===== src/rtl/sg_pkg.sv =====
package sg_pkg;

    parameter int unsigned SG_A_W    = 2;
    parameter int unsigned SG_B_W    = 6;
    parameter int unsigned SG_PERIOD = 22;

    // tick index (within one period) at which the data-change strobe fires
    function automatic int unsigned drive_slot(int unsigned period);
        return period / 4;
    endfunction

    // tick index at which the data-sample strobe fires (middle of high half)
    function automatic int unsigned sample_slot(int unsigned period);
        return period / 2 + period / 4;
    endfunction

endpackage


===== src/rtl/sg_prescaler.sv =====
module sg_prescaler #(
    parameter int unsigned A_W = sg_pkg::SG_A_W,
    parameter int unsigned B_W = sg_pkg::SG_B_W
) (
    input  logic           clk,
    input  logic           rst_n,
    input  logic           en_i,
    input  logic [A_W-1:0] div_a_i,
    input  logic [B_W-1:0] div_b_i,
    input  logic           reload_i,
    output logic           tick_o
);

    typedef struct packed {
        logic           run;
        logic [A_W-1:0] cnt_a;
        logic [B_W-1:0] cnt_b;
        logic [A_W-1:0] a_eff;
        logic [B_W-1:0] b_eff;
    } pre_t;

    pre_t pre_d, pre_q;
    logic wrap_a, wrap_b;

    always_comb begin
        wrap_a = (pre_q.cnt_a == pre_q.a_eff);
        wrap_b = (pre_q.cnt_b == pre_q.b_eff);
        tick_o = pre_q.run && wrap_a && wrap_b;
        pre_d  = pre_q;
        if (!en_i) begin
            pre_d = '0;
        end else if (!pre_q.run) begin
            pre_d.run   = 1'b1;
            pre_d.cnt_a = '0;
            pre_d.cnt_b = '0;
            pre_d.a_eff = div_a_i;
            pre_d.b_eff = div_b_i;
        end else begin
            if (wrap_a) begin
                pre_d.cnt_a = '0;
                pre_d.cnt_b = wrap_b ? '0 : pre_q.cnt_b + 1'b1;
            end else begin
                pre_d.cnt_a = pre_q.cnt_a + 1'b1;
            end
            if (reload_i) begin
                pre_d.a_eff = div_a_i;
                pre_d.b_eff = div_b_i;
            end
        end
    end

    always_ff @(posedge clk or negedge rst_n) begin
        if (!rst_n) pre_q <= '0;
        else        pre_q <= pre_d;
    end

    // the second stage never runs past its effective limit
    p_cnt_b_bound_r2: assert property (@(posedge clk) disable iff (!rst_n)
        pre_q.cnt_b <= pre_q.b_eff);

    // effective divisors move only at a period boundary while running
    p_eff_hold_r7: assert property (@(posedge clk) disable iff (!rst_n)
        (pre_q.run && $past(pre_q.run) && !$past(reload_i))
        |-> ($stable(pre_q.a_eff) && $stable(pre_q.b_eff)));

endmodule


===== src/rtl/sg_phase.sv =====
module sg_phase #(
    parameter int unsigned PERIOD = sg_pkg::SG_PERIOD
) (
    input  logic clk,
    input  logic rst_n,
    input  logic en_i,
    input  logic tick_i,
    output logic period_end_o,
    output logic scl_o,
    output logic drv_o,
    output logic smp_o
);

    localparam int unsigned PH_W = $clog2(PERIOD);
    localparam int unsigned HALF = PERIOD / 2;
    localparam int unsigned DRV  = sg_pkg::drive_slot(PERIOD);
    localparam int unsigned SMP  = sg_pkg::sample_slot(PERIOD);

    typedef struct packed {
        logic [PH_W-1:0] ph;
        logic            scl;
        logic            drv;
        logic            smp;
    } phs_t;

    phs_t phs_d, phs_q;

    always_comb begin
        period_end_o = en_i && tick_i && (phs_q.ph == PH_W'(PERIOD - 1));
        phs_d = phs_q;
        if (!en_i) begin
            phs_d.ph  = '0;
            phs_d.scl = 1'b1;
            phs_d.drv = 1'b0;
            phs_d.smp = 1'b0;
        end else begin
            if (tick_i)
                phs_d.ph = period_end_o ? '0 : phs_q.ph + 1'b1;
            phs_d.drv = tick_i && (phs_q.ph == PH_W'(DRV - 1));
            phs_d.smp = tick_i && (phs_q.ph == PH_W'(SMP - 1));
            phs_d.scl = (phs_d.ph >= PH_W'(HALF));
        end
    end

    always_ff @(posedge clk or negedge rst_n) begin
        if (!rst_n) begin
            phs_q     <= '0;
            phs_q.scl <= 1'b1;
        end else begin
            phs_q <= phs_d;
        end
    end

    assign scl_o = phs_q.scl;
    assign drv_o = phs_q.drv;
    assign smp_o = phs_q.smp;

    p_phase_range_r2: assert property (@(posedge clk) disable iff (!rst_n)
        phs_q.ph < PH_W'(PERIOD));

    p_drv_in_low_r4: assert property (@(posedge clk) disable iff (!rst_n)
        phs_q.drv |-> !phs_q.scl);

    p_smp_in_high_r5: assert property (@(posedge clk) disable iff (!rst_n)
        phs_q.smp |-> phs_q.scl);

    p_idle_quiet_r8: assert property (@(posedge clk) disable iff (!rst_n)
        !$past(en_i) |-> (phs_q.scl && !phs_q.drv && !phs_q.smp));

endmodule


===== src/rtl/scl_rate_gen.sv =====
module scl_rate_gen #(
    parameter int unsigned A_W    = sg_pkg::SG_A_W,
    parameter int unsigned B_W    = sg_pkg::SG_B_W,
    parameter int unsigned PERIOD = sg_pkg::SG_PERIOD
) (
    input  logic           clk,
    input  logic           rst_n,
    input  logic           enable_i,
    input  logic [A_W-1:0] div_a_i,
    input  logic [B_W-1:0] div_b_i,
    output logic           scl_o,
    output logic           drive_stb_o,
    output logic           sample_stb_o
);

    logic tick;
    logic period_end;

    sg_prescaler #(.A_W(A_W), .B_W(B_W)) u_pre (
        .clk      (clk),
        .rst_n    (rst_n),
        .en_i     (enable_i),
        .div_a_i  (div_a_i),
        .div_b_i  (div_b_i),
        .reload_i (period_end),
        .tick_o   (tick)
    );

    sg_phase #(.PERIOD(PERIOD)) u_phase (
        .clk          (clk),
        .rst_n        (rst_n),
        .en_i         (enable_i),
        .tick_i       (tick),
        .period_end_o (period_end),
        .scl_o        (scl_o),
        .drv_o        (drive_stb_o),
        .smp_o        (sample_stb_o)
    );

    // the two strobes never coincide
    p_strobe_excl_r4: assert property (@(posedge clk) disable iff (!rst_n)
        !(drive_stb_o && sample_stb_o));

endmodule


===== config.mk =====
export PLATFORM = sky130hd
export DESIGN_NAME = scl_rate_gen
export DESIGN_NICKNAME = d
export VERILOG_FILES = /design/src/rtl/sg_pkg.sv /design/src/rtl/sg_prescaler.sv /design/src/rtl/sg_phase.sv /design/src/rtl/scl_rate_gen.sv
export SDC_FILE = /design/constraint.sdc
export NUM_CORES = 1
export LEC_CHECK = 0
export BUFFER_PORTS_ARGS = -buffer_cell sky130_fd_sc_hd__buf_2
export CAP_MARGIN = 20
export CORE_MARGIN = 2
export CORE_UTILIZATION = 40
export CTS_BUF_LIST = sky130_fd_sc_hd__clkbuf_4
export DETAILED_ROUTE_END_ITERATION = 7
export SYNTH_ARGS = -nofsm -noshare
export SYNTH_HDL_FRONTEND = slang
export SYNTH_SLANG_ARGS = --single-unit

===== constraint.sdc =====
create_clock -name clk -period 3.8 [get_ports clk]
set_input_delay 0 -clock clk [delete_from_list [all_inputs] [get_ports clk]]
set_output_delay 0 -clock clk [all_outputs]
set_load 0.02 [all_outputs]

### After elaboration in Yosys (flattened, before gate mapping)

Index checks and enable logic that the tools add are counted.

| cells by class | value |
|---|---|
| add/sub/neg operators | 3 |
| multiplexer cells | 10 |
| equality and inequality tests | 7 |
| $lt $le $gt $ge | 1 |
| reductions and logical operators | 6 |

Operators with widths:

| kind | count |
|---|---|
| $mux 17 | 1 |
| $mux 16 | 1 |
| $mux 8 | 2 |
| $mux 5 | 3 |
| $mux 6 | 2 |
| $add 6x1->6 const B | 1 |
| $eq 6x6->1 | 1 |
| $logic_and 1x1->1 | 6 |
| $ne 3x3->1 const B | 2 |
| $add 5x1->5 const B | 1 |
| $eq 5x3->1 const B | 1 |
| $eq 5x4->1 const B | 1 |
| $eq 5x5->1 const B | 1 |
| $ge 5x4->1 const B | 1 |
| $add 2x1->2 const B | 1 |
| $eq 2x2->1 | 1 |
| $mux 2 | 1 |

| storage, ports and cells | value |
|---|---|
| input bits | 11 |
| output and inout bits | 3 |
| flip-flop bits (word level) | 25 |
| logic and storage cells | 36 |

### Longest topological paths before layout

Gate-level depths: netlist of the first run.

| logic depth | value |
|---|---|
| depth in word-level cells | 10 |
| gate-level depth with buffers | 7 |
| depth with buffers taken out | 7 |

### Cells and area by module

Synthesis of the first run repeated with hierarchy kept, for this count alone.

| unflattened totals | value |
|---|---|
| cell total of the unflattened synthesis | 118 |
| area, all modules | 1312.5 µm² |

Modules (own cells, without submodules):

| module | seq. area each (µm²) | times used | area an instance (µm²) | cells each |
|---|---|---|---|---|
| sg_prescaler | 425.4 | 1 | 855.8 | 73 |
| sg_phase | 201.4 | 1 | 456.7 | 45 |

### Worst setup path after synthesis of the first run

No wires, ideal clock.

| timing | value |
|---|---|
| path type | flip-flop to flip-flop |
| start | reg u_phase.phs_q[4] (netlist name) |
| end | reg u_pre.pre_q[0] (netlist name) |
| arrival time | 1.589 ns |
| setup time | 0.120 ns |
| period minus slack after synthesis | 1.709 ns |
| buffers on the path | 0 |
| setup slack | 2.091 ns |
| data required time | 3.680 ns |
| cell stages (with the launch flop) | 7 |
| cells stage by stage | dfrtp_1 > inv_1 > ha_1 > nand4_1 > o31ai_4 > mux2i_1 > nor2b_1 |

| between the ends | value |
|---|---|
| cells in the longest elaborated chain, start to end | 3 |

RTL lines:

| what | RTL line | text |
|---|---|---|
| from (decl) | sg_phase.sv:26 | `phs_t phs_d, phs_q;` |
| from (signal assigned) | sg_phase.sv:50 | `phs_q <= phs_d;` |
| $eq 5x5->1 | sg_phase.sv:29 | `period_end_o = en_i && tick_i && (phs_q.ph == PH_W'(PERIOD - 1));` |
| $logic_and 1x1->1 | sg_phase.sv:29 |  |
| $ne 3x3->1 (no source line) | n/a |  |
| to (signal assigned) | sg_prescaler.sv:54 | `else pre_q <= pre_d;` |
| to (decl) | sg_prescaler.sv:22 | `pre_t pre_d, pre_q;` |

Every way passes these cells.
A chain may end at the register's enable or synchronous reset.

### Worst setup path after layout of the first run

Same ends and word-level chain as after synthesis.

==> metrics, run 1 <==
slew of the pin with the lowest slew margin=~580 ps; critical path data required time=~4000 ps; Final WS setup=1810 ps; Async S/R FF share, synth=100%; number of synthesized flops with an enable pin=0; post-cts resize count=0; critical path class=flip-flop to flip-flop; n_diodes=0; Remaining DRCs=0; worst hold path type=input port to async pin; GRT Overall Usage=about 16%; Pwr per Cell Area=roughly 300 nW/um^2; commonest non-fill, non-tap cells in the layout=dfrtp_1, buf_2, nand2_1, mux2i_1, dlygate4sd3_1; Reg clk slew, reported paths=~140 ps; Fin Hold WS=between 150 and 200 ps; count of cell types in the netlist=35; fin util=49.1%; Boundary Pins=14; Static Leak=0.000726 uW; commonest non-fill, non-tap cell in the layout=dfrtp_1; worst r2r dst=u_pre.pre_q[0]$_DFFE_PN0P_; Crit Path Max Fanout=8; CP endpoint kind=flip-flop; peak supply drop=between 0.00015 and 0.0002 V; Die Y=63.1 um; core area=around 3300 sq um; die width=about 63 um; Post-Synthesis Cells=138; count of final setup violators=0; R2R setup slack=roughly 1800 ps; DRT iter0 DRCs=58; detailed placer's ending HPWL=1990 um; ys flop type=dfrtp_1; Fin Setup TNS=0 ps; WL/cell=around 13 um; Starting Density=about two fifths; Clock Sinks=25; slowest CP cell=o31ai_4; H-Tree Depth=1; CP cell instances=inv_1 > ha_1 > nand4_1 > o31ai_4 > mux2i_1 > nor2b_1; area grow syn2layout=17.4%; number of core rows=21; syn avg cell area=10.1 sq um; initial antenna violation count=0; Post-Place Worst Slack=between 1500 and 2000 ps; remaining antenna violation count=0; clk buf depth=2; Num CTS Buffers=3; Seq/Total Area, Yosys=between 40% and 50%; Final Critical Period=approximately 2000 ps; Worst Clk Skew=about 8.2 ps; Vias/cell=~5.1; type of origin of the critical path=flip-flop; Slew Limit Fails=0; Die Area=slightly below 4000 sq um; relative slew slack=61.5%; WL final=2800 um; Post-Syn Area=approximately 1400 sq um; Final Net Count=180; CTS tree=yes; vias in the first global route=1071; Fin. Hold Viols=0; Fmax=about 500 MHz; pin count of the biggest net entering global routing=26; Root Driver=clkbuf_4; crit share post-route=around 52%; Max stage delay on crit path=around 570 ps; r2r worst-path depth=6; GR Overflow Total=0; RSZ-0062 raised after global routing=no; status=finished, final reports clean; worst skew pair latency=340 ps; Vias=1069; buffers added on ports=13; startpoint of the worst-slack reg-to-reg timing path=u_phase.phs_q[4]$_DFF_PN0_; CP endpoint=u_pre.pre_q[0]$_DFFE_PN0P_; maxcap violations=0; Placed Area=between 1500 and 2000 sq um; share of cells above drive strength 1=15.3%; register bit total from synthesis=25; Worst setup startpoint=u_phase.phs_q[4]$_DFF_PN0_; CP arrival=2230 ps; gpl congestion=just under 1; Pre-Repair DR Iteration Count=4; fin area=~1600 sq um; Ys Warns=0; first-pass GRT wire length=4990 um; Syn Nets=154
-- cell type report --
class | instances | area (sq um)
clock buffer | 3 | 22.5
clock inverter | 1 | 5.00
fill | 322 | 1700
inverter | 8 | 30.0
multi-input combinational | 103 | 731
sequential | 25 | 627
tap | 46 | 57.6
timing repair buffer | 23 | 165
-- registers in the layout, summed over array words and instances (netlist names) --
| register | cells |
|---|---|
| u_phase.scl_o | 1 |
| u_pre.pre_q | 17 |
| u_phase.drv_o | 1 |
| u_phase.smp_o | 1 |
| u_phase.phs_q | 5 |
-- cells in the mapped netlist (2+ instances only) --
cell      count  area, sq um
o31ai_1       2         15.0
nand3_1       8         40.0
ha_1          5         62.6
clkbuf_1      2         7.51
nand2b_1      2         12.5
o21a_1        3         22.5
a21oi_1       5         25.0
nand4_1       3         18.8
nor3_1        2         10.0
and3_1        4         25.0
mux2i_1      10          100
inv_1         8         30.0
nor2_1        6         22.5
dfrtp_1      24          601
a22oi_1       2         15.0
o21ai_0       3         15.0
nor2b_1       9         56.3
nand2_1      10         37.5
nor3b_1       2         15.0
and2_1        4         25.0
and4_1        2         17.5
xnor2_1       9         78.8
-- per-stage QoR --
step | power [uW] | cells
2_1_floorplan | 342 | 138
3_3_place_gp | 365 | 195
4_1_cts | 500 | 209
3_5_place_dp | 366 | 195
6_report | 492 | 209
5_1_grt | 525 | 209
-- report_power, final --
part           total [uW]  switching, uW  leakage [uW]  internal [uW]
Combinational        82.6           44.9      0.000371           37.7
Clock                 124           84.0     0.0000177           39.7
Sequential            285           9.17      0.000337            276
Total                 492            138      0.000726            354
-- logic make-up (layout without fill, tap and decap cells) --
family,after synthesis,after routing,synth area share [%]
multiplexers,11,11,7.98
AND/OR/NAND/NOR,56,56,22.7
XOR/XNOR,9,9,5.65
AO/OA/AOI/OAI,22,22,11.6
adder cells (fa/ha/maj),5,5,4.48
flip-flops,25,25,44.9
buffers and inverters,10,35,2.69
-- worst min path at each step --
stage / from / to / slack (ps) / depth (start not counted)
6_report: rst_n / u_pre.pre_q[10]$_DFFE_PN0P_ / 170 / 2
5_1_grt: rst_n / u_pre.pre_q[8]$_DFFE_PN0P_ / 210 / 2
4_1_cts: rst_n / u_pre.pre_q[12]$_DFFE_PN0P_ / 180 / 2
3_3_place_gp: rst_n / u_pre.pre_q[10]$_DFFE_PN0P_ / 20 / 1
2_1_floorplan: rst_n / u_phase.drv_o$_DFF_PN0_ / -300 / 0
3_5_place_dp: rst_n / u_pre.pre_q[12]$_DFFE_PN0P_ / 20 / 1
-- per-layer routing --
metal	part of all wire (%)	global-route usage [%]	up-vias	routed length (um)
met3	2.3	2.68	5	63
met4	2.2	8.33	0	62
li1	-	-	539	-
met2	45	25.1	10	1270
met5	0	0	-	0
met1	50	21.8	515	1400
-- worst max-delay path, delay by kind of cell (launching register included) --
kind                       cells  cell delay, ps
and+or+nand+nor                2             330
adders and majority gates      1             200
buffers and inverters          1              90
muxes                          1             270
AOI/OAI and AO/OA              1             570
DFF                            1             440
-- timing repair --
| action | 4_1_cts | 5_1_grt |
|---|---|---|
| endpoints found under the hold margin | 33 | 0 |
| buffers inserted | 0 | 0 |
| hold buffers | 10 | 0 |
Power figures use the tool's default switching activity.
==> run 2: changes to the inputs <==
==> constraint.sdc (replaced) <==
create_clock -name clk -period 1.7 [get_ports clk]
set_input_delay 0 -clock clk [delete_from_list [all_inputs] [get_ports clk]]
set_output_delay 0 -clock clk [all_outputs]
set_load 0.02 [all_outputs]
==> metrics, run 2 (synthesis gave the netlist of run 1 again) <==
worst skew pair latency=330 ps (was 340 ps); Regs by FF count=u_pre.pre_q x17, u_phase.phs_q x5 (unchanged); Clock Sinks=25 (unchanged); core area=3340 sq um (unchanged); critical path data required time=1930 ps (was 4040 ps); fill count=300 (was 322); commonest non-fill, non-tap cell in the layout=dfrtp_1 (unchanged); Die Y=63.1 um (unchanged); Starting Density=41.8% (unchanged); Slew Limit Fails=0 (unchanged); slew of the pin with the lowest slew margin=542 ps (was 578 ps); Pwr per Cell Area=637 nW/um^2 (was 300 nW/um^2); Fin Setup TNS=-1.23 ps (was 0 ps); n_diodes=0 (unchanged); Vias=1159 (was 1069); commonest non-fill, non-tap cells in the layout=dfrtp_1, buf_2, buf_4 (was dfrtp_1, buf_2, nand2_1, mux2i_1, dlygate4sd3_1); CTS tree=yes (unchanged); Fmax=588 MHz (was 503 MHz); Remaining DRCs=0 (unchanged); buffers added on ports=13 (unchanged); peak supply drop=0.000382 V (was 0.000183 V); Reg clk slew, reported paths=130 ps (was 140 ps); vias in the first global route=1173 (was 1071); Fin Hold WS=172 ps (was 167 ps); Buf/Inv on CP=2 (was 1); critical path class=flip-flop to flip-flop (unchanged); share of cells above drive strength 1=29.9% (was 15.3%); Pre-Repair DR Iteration Count=4 (unchanged); worst hold path type=input port to async pin (unchanged); crit share post-route=100% (was 52.3%); CP endpoint kind=flip-flop (unchanged); WL/cell=13.6 um (was 13.4 um); Final Net Count=194 (was 180); Fin. Hold Viols=0 (unchanged); maxcap violations=0 (unchanged); Worst path top cell family by delay=flip-flops (was compound AO/OA/AOI/OAI gates); CP cell instances=inv_2 > ha_4 > nand4_1 > o31ai_4 > buf_12 > mux2i_2 > nor2b_1 (was inv_1 > ha_1 > nand4_1 > o31ai_4 > mux2i_1 > nor2b_1); Post-Place Worst Slack=-16.4 ps (was 1880 ps); Worst Clk Skew=3.30 ps (was 8.17 ps); Die Area=3980 sq um (unchanged); area grow syn2layout=32.2% (was 17.4%); Boundary Pins=14 (unchanged); initial antenna violation count=0 (unchanged); die width=63.1 um (unchanged); remaining antenna violation count=0 (unchanged); slowest CP cell=dfrtp_1 (was o31ai_4); Num CTS Buffers=3 (unchanged); gpl congestion=0.809 (was 0.968); Final WS setup=-1.23 ps (was 1810 ps); first-pass GRT wire length=5290 um (was 4990 um); CP arrival=1940 ps (was 2230 ps); Crit Path Max Fanout=8 (unchanged); clk buf depth=2 (unchanged); status=finished, violations left (was finished, final reports clean); Largest register FFs=17 (unchanged); Max stage delay on crit path=440 ps (was 570 ps); WL final=3030 um (was 2800 um); Final Critical Period=1700 ps (was 1990 ps); GR Overflow Total=0 (unchanged); relative slew slack=63.9% (was 61.5%); type of origin of the critical path=flip-flop (unchanged); pin count of the biggest net entering global routing=26 (unchanged); detailed placer's ending HPWL=2170 um (was 1990 um); Reg with most FFs=u_pre.pre_q (unchanged); H-Tree Depth=1 (unchanged); Static Leak=0.000815 uW (was 0.000726 uW); count of final setup violators=1 (was 0); number of core rows=21 (unchanged); GRT Overall Usage=17.0% (was 16.2%); DRT iter0 DRCs=41 (was 58); Root Driver=clkbuf_4 (unchanged); RSZ-0062 raised after global routing=yes (was no); Vias/cell=5.20 (was 5.11); violated checks=negative setup slack
[run 2: where the power goes]
part	switching (uW)	internal, uW
registers	25.7	618
logic	114	127
clock network	182	108
[run 2: cell type report]
class	instances	area, sq um	share of cell area [%]
inverters	8	30.0	1.63
well taps	46	57.6	3.12
repair buffers	37	283	15.3
clock buffers	4	30.0	1.63
multi-input cells	103	816	44.2
flip-flops and latches	25	628	34.1
[run 2: what timing repair did]
item / 4_1_cts / 5_1_grt
hold buffers: 10 / 0
setup endpoints to repair: 9 / 12
pin swaps: 0 / 4
setup buffers: 1 / 2
resized for setup: 4 / 13
hold endpoints to repair: 33 / 0
[run 2: final timing paths]
check	end	depth (start not counted)	start	slack, ps
worst max-delay path	u_pre.pre_q[7]$_DFFE_PN0P_	7	u_phase.phs_q[4]$_DFF_PN0_	-1
worst min-delay path	u_pre.pre_q[12]$_DFFE_PN0P_	2	rst_n	170
worst max register to register	u_pre.pre_q[7]$_DFFE_PN0P_	7	u_phase.phs_q[4]$_DFF_PN0_	-1
worst min register to register	u_pre.pre_q[14]$_DFF_PN0_	1	u_pre.pre_q[14]$_DFF_PN0_	540
max in group asynchronous	u_phase.phs_q[3]$_DFF_PN0_	2	rst_n	1130
min in group clk	u_pre.pre_q[2]$_DFFE_PN0P_	4	div_b_i[2]	480
[run 2: per-stage QoR]
step | total power (uW) | util, % | instance area, sq um | cells
after floorplan | 765 | - | 1400 | 138
after global placement | 839 | 48.1 | 1610 | 206
after detailed placement | 845 | 48.1 | 1610 | 206
after CTS | 1160 | 53.1 | 1770 | 221
after global routing | 1230 | 55.3 | 1840 | 223
final | 1180 | 55.3 | 1840 | 223
[run 2: metal layers]
layer / wire, um / GRT usage [%]
met5: 0 / 0
met4: 65 / 8.33
met3: 65 / 2.68
met2: 1520 / 28.3
met1: 1380 / 21.4
==> run 3: changes to the inputs <==
--- a/config.mk
+++ b/config.mk
@@ -9,8 +9,10 @@
 export CAP_MARGIN = 20
 export CORE_MARGIN = 2
 export CORE_UTILIZATION = 40
-export CTS_BUF_LIST = sky130_fd_sc_hd__clkbuf_4
+export CTS_BUF_LIST = sky130_fd_sc_hd__clkbuf_8
+export CTS_CLUSTER_DIAMETER = 50
 export DETAILED_ROUTE_END_ITERATION = 7
 export SYNTH_ARGS = -nofsm -noshare
 export SYNTH_HDL_FRONTEND = slang
+export SYNTH_HIERARCHICAL = 1
 export SYNTH_SLANG_ARGS = --single-unit
==> metrics, run 3 <==
type of origin of the critical path=flip-flop (unchanged); count of cell types in the netlist=36 (was 35); top cells by count, synth=dfrtp_1, nor2b_1, mux2i_1, nor2_1, xnor2_1 (was dfrtp_1, mux2i_1, nand2_1, nor2b_1, xnor2_1); non-filler cells, final=199 (was 223); DRT iter0 DRCs=25 (was 41); pin count of the biggest net entering global routing=26 (unchanged); Largest register FFs=17 (unchanged); Vias/cell=4.93 (was 5.20); register bit total from synthesis=25 (unchanged); CP arrival=2270 ps (was 1940 ps); share of cells above drive strength 1=34.8% (was 29.9%); Fin. Hold Viols=2 (was 0); slowest CP cell=dfrtp_1 (unchanged); top cells by area, synth=dfrtp_1, mux2i_1, nor2b_1 (was dfrtp_1, mux2i_1, xnor2_1); Vias=981 (was 1159); number of core rows=20 (was 21); initial antenna violation count=0 (unchanged); Fmax=475 MHz (was 588 MHz); Fin Hold WS=-14.6 ps (was 172 ps); RSZ-0062 raised after global routing=yes (unchanged); CP endpoint kind=flip-flop (unchanged); placed insts=189 (was 206); Yosys top cell by area=dfrtp_1 (unchanged); Regs by FF count=u_pre/pre_q x17, u_phase/phs_q x5 (was u_pre.pre_q x17, u_phase.phs_q x5); Clock Sinks=25 (unchanged); Buf/Inv on CP=1 (was 2); Syn Nets=134 (was 154); Yosys top cell area share=45.8% (was 43.0%); number of synthesized flops with an enable pin=0 (unchanged); Worst path top cell family by delay=simple AND/OR/NAND/NOR gates (was flip-flops); die width=61.3 um (was 63.1 um); n_diodes=0 (unchanged); Fin Setup TNS=-4250 ps (was -1.23 ps); Static Leak=0.000836 uW (was 0.000815 uW); R2R setup slack=-400 ps (was -1 ps); worst r2r dst=u_pre/pre_q[5]$_DFFE_PN0P_ (was u_pre.pre_q[7]$_DFFE_PN0P_); Final WS setup=-404 ps (was -1.23 ps); Die Area=3760 sq um (was 3980 sq um); Root Driver=clkbuf_8 (was clkbuf_4); Final Critical Period=2100 ps (was 1700 ps); relative slew slack=63.3% (was 63.9%); worst hold path depth=1; peak supply drop=0.000366 V (was 0.000382 V); violated checks=negative hold slack, negative setup slack (was negative setup slack); critical path class=flip-flop to flip-flop (unchanged); hold wc startpoint=enable_i; worst skew pair latency=270 ps (was 330 ps); Post-Synthesis Cells=118 (was 138); Power Total=1180 uW (about the same); first-pass GRT wire length=4800 um (was 5290 um); Reg clk slew, reported paths=90 ps (was 130 ps); crit share post-route=124% (was 100%); Reg with most FFs=u_pre/pre_q (was u_pre.pre_q); Ys Warns=6 (was 0); register area=627 sq um (was 628 sq um); CTS tree=yes (unchanged); Async S/R FF share, synth=100% (unchanged); slew of the pin with the lowest slew margin=551 ps (was 542 ps); Post-Place Worst Slack=-358 ps (was -16.4 ps); critical path data required time=1870 ps (was 1930 ps); GRT Overall Usage=17.5% (was 17.0%); count leader, synth=dfrtp_1 (unchanged); commonest non-fill, non-tap cells in the layout=dfrtp_1, buf_4, buf_2 (was dfrtp_1, buf_2, buf_4); Post-Syn Area=1310 sq um (was 1400 sq um); Crit Path Max Fanout=8 (unchanged); remaining antenna violation count=0 (unchanged); Worst Clk Skew=4.14 ps (was 3.30 ps); Slew Limit Fails=0 (unchanged); startpoint of the worst-slack reg-to-reg timing path=u_pre/pre_q[11]$_DFFE_PN0P_ (was u_phase.phs_q[4]$_DFF_PN0_); Multi-input gate area=701 sq um (was 816 sq um); Die Y=61.3 um (was 63.1 um); Final Net Count=172 (was 194); r2r worst-path depth=10 (was 7); fin util=54.7% (was 55.3%); detailed placer's ending HPWL=1790 um (was 2170 um); area grow syn2layout=28.2% (was 32.2%); H-Tree Depth=1 (unchanged); fill count=281 (was 300); maxcap violations=0 (unchanged); Pwr per Cell Area=703 nW/um^2 (was 637 nW/um^2); WL final=2550 um (was 3030 um); CP cell instances=xnor2_1 > nand4_1 > nor2_2 > and3_4 > nand4b_1 > or2_4 > clkinv_2 > nand2b_4 > mux2i_1 > nor2b_1 (was inv_2 > ha_4 > nand4_1 > o31ai_4 > buf_12 > mux2i_2 > nor2b_1); worst hold path type=input port to flip-flop (was input port to async pin); count of final setup violators=13 (was 1); vias in the first global route=1078 (was 1173); WL/cell=12.8 um (was 13.6 um); hold path endpoint=u_pre/pre_q[16]$_DFF_PN0_; clk buf depth=2 (unchanged); syn avg cell area=11.1 sq um (was 10.1 sq um); core area=3080 sq um (was 3340 sq um); Pre-Repair DR Iteration Count=4 (unchanged); gpl congestion=0.791 (was 0.809); GR Overflow Total=0 (unchanged); Max stage delay on crit path=410 ps (was 440 ps); Seq/Total Area, Yosys=47.8% (was 44.9%); Remaining DRCs=0 (unchanged); Boundary Pins=14 (unchanged); Num CTS Buffers=3 (unchanged); status=finished, violations left (unchanged); Starting Density=42.6% (was 41.8%); ys flop type=dfrtp_1 (unchanged); buffers added on ports=13 (unchanged); commonest non-fill, non-tap cell in the layout=dfrtp_1 (unchanged)
[run 3: metrics by stage]
step / hold WS (ps) / cell area, sq um
2_1_floorplan: -296 / 1330
3_3_place_gp: 18.8 / 1550
3_5_place_dp: 26.4 / 1550
4_1_cts: -8.07 / 1700
5_1_grt: 5.81 / 1680
6_report: -14.6 / 1680
[run 3: logic make-up (layout without fill, tap and decap cells)]
group | count (synthesis) | after routing | share of synthesized area, %
muxes | 9 | 9 | 6.96
DFF | 25 | 25 | 47.8
and+or+nand+nor | 41 | 41 | 17.4
adders and majority gates | 5 | 5 | 4.77
xor gates and xnor gates | 12 | 12 | 9.15
AOI/OAI and AO/OA | 19 | 19 | 11.6
buffers and inverters | 7 | 44 | 2.29
[run 3: area by class of cell]
| cell class | count | area share (%) |
|---|---|---|
| Clock buffer | 3 | 2.45 |
| Clock inverter | 1 | 0.223 |
| Inverter | 5 | 1.19 |
| Multi-Input combinational cell | 86 | 41.6 |
| Sequential cell | 25 | 37.2 |
| Tap cell | 44 | 3.27 |
| Timing Repair Buffer | 35 | 14.0 |
[run 3: worst max path at each step]
| stage | start | to | slack [ps] | cells after the start |
|---|---|---|---|---|
| floorplan | u_pre/pre_q[8]$_DFFE_PN0P_ | u_pre/pre_q[0]$_DFFE_PN0P_ | -320 | 11 |
| global placement | u_pre/pre_q[11]$_DFFE_PN0P_ | u_pre/pre_q[1]$_DFFE_PN0P_ | -280 | 10 |
| detailed placement | u_pre/pre_q[12]$_DFFE_PN0P_ | u_pre/pre_q[5]$_DFFE_PN0P_ | -360 | 10 |
| CTS | u_pre/pre_q[4]$_DFFE_PN0P_ | u_pre/pre_q[5]$_DFFE_PN0P_ | -350 | 10 |
| global route | u_pre/pre_q[12]$_DFFE_PN0P_ | u_pre/pre_q[7]$_DFFE_PN0P_ | -590 | 10 |
| finish | u_pre/pre_q[11]$_DFFE_PN0P_ | u_pre/pre_q[5]$_DFFE_PN0P_ | -400 | 10 |
[run 3: per-layer routing]
metal | share of wire (%) | track usage (%) | wire length [um] | vias to the layer above
met2 | 46 | 28.3 | 1180 | 23
met1 | 48 | 23.0 | 1230 | 470
met4 | 1.4 | 8.07 | 35 | 0
met5 | 0 | 0 | 0 | -
met3 | 3.8 | 2.73 | 96 | 4
li1 | - | - | - | 484
[run 3: power breakdown]
group          switching [uW]  internal [uW]
Sequential               18.9            615
Clock                     188            162
Combinational            91.7            106
Total                     299            884
[run 3: what timing repair did]
item	in CTS	in global routing
hold buffers	2	0
setup buffers	10	4
endpoints found under the hold margin	26	0
endpoints found under the setup margin	13	21
resized for setup	2	5
pin swaps	4	11
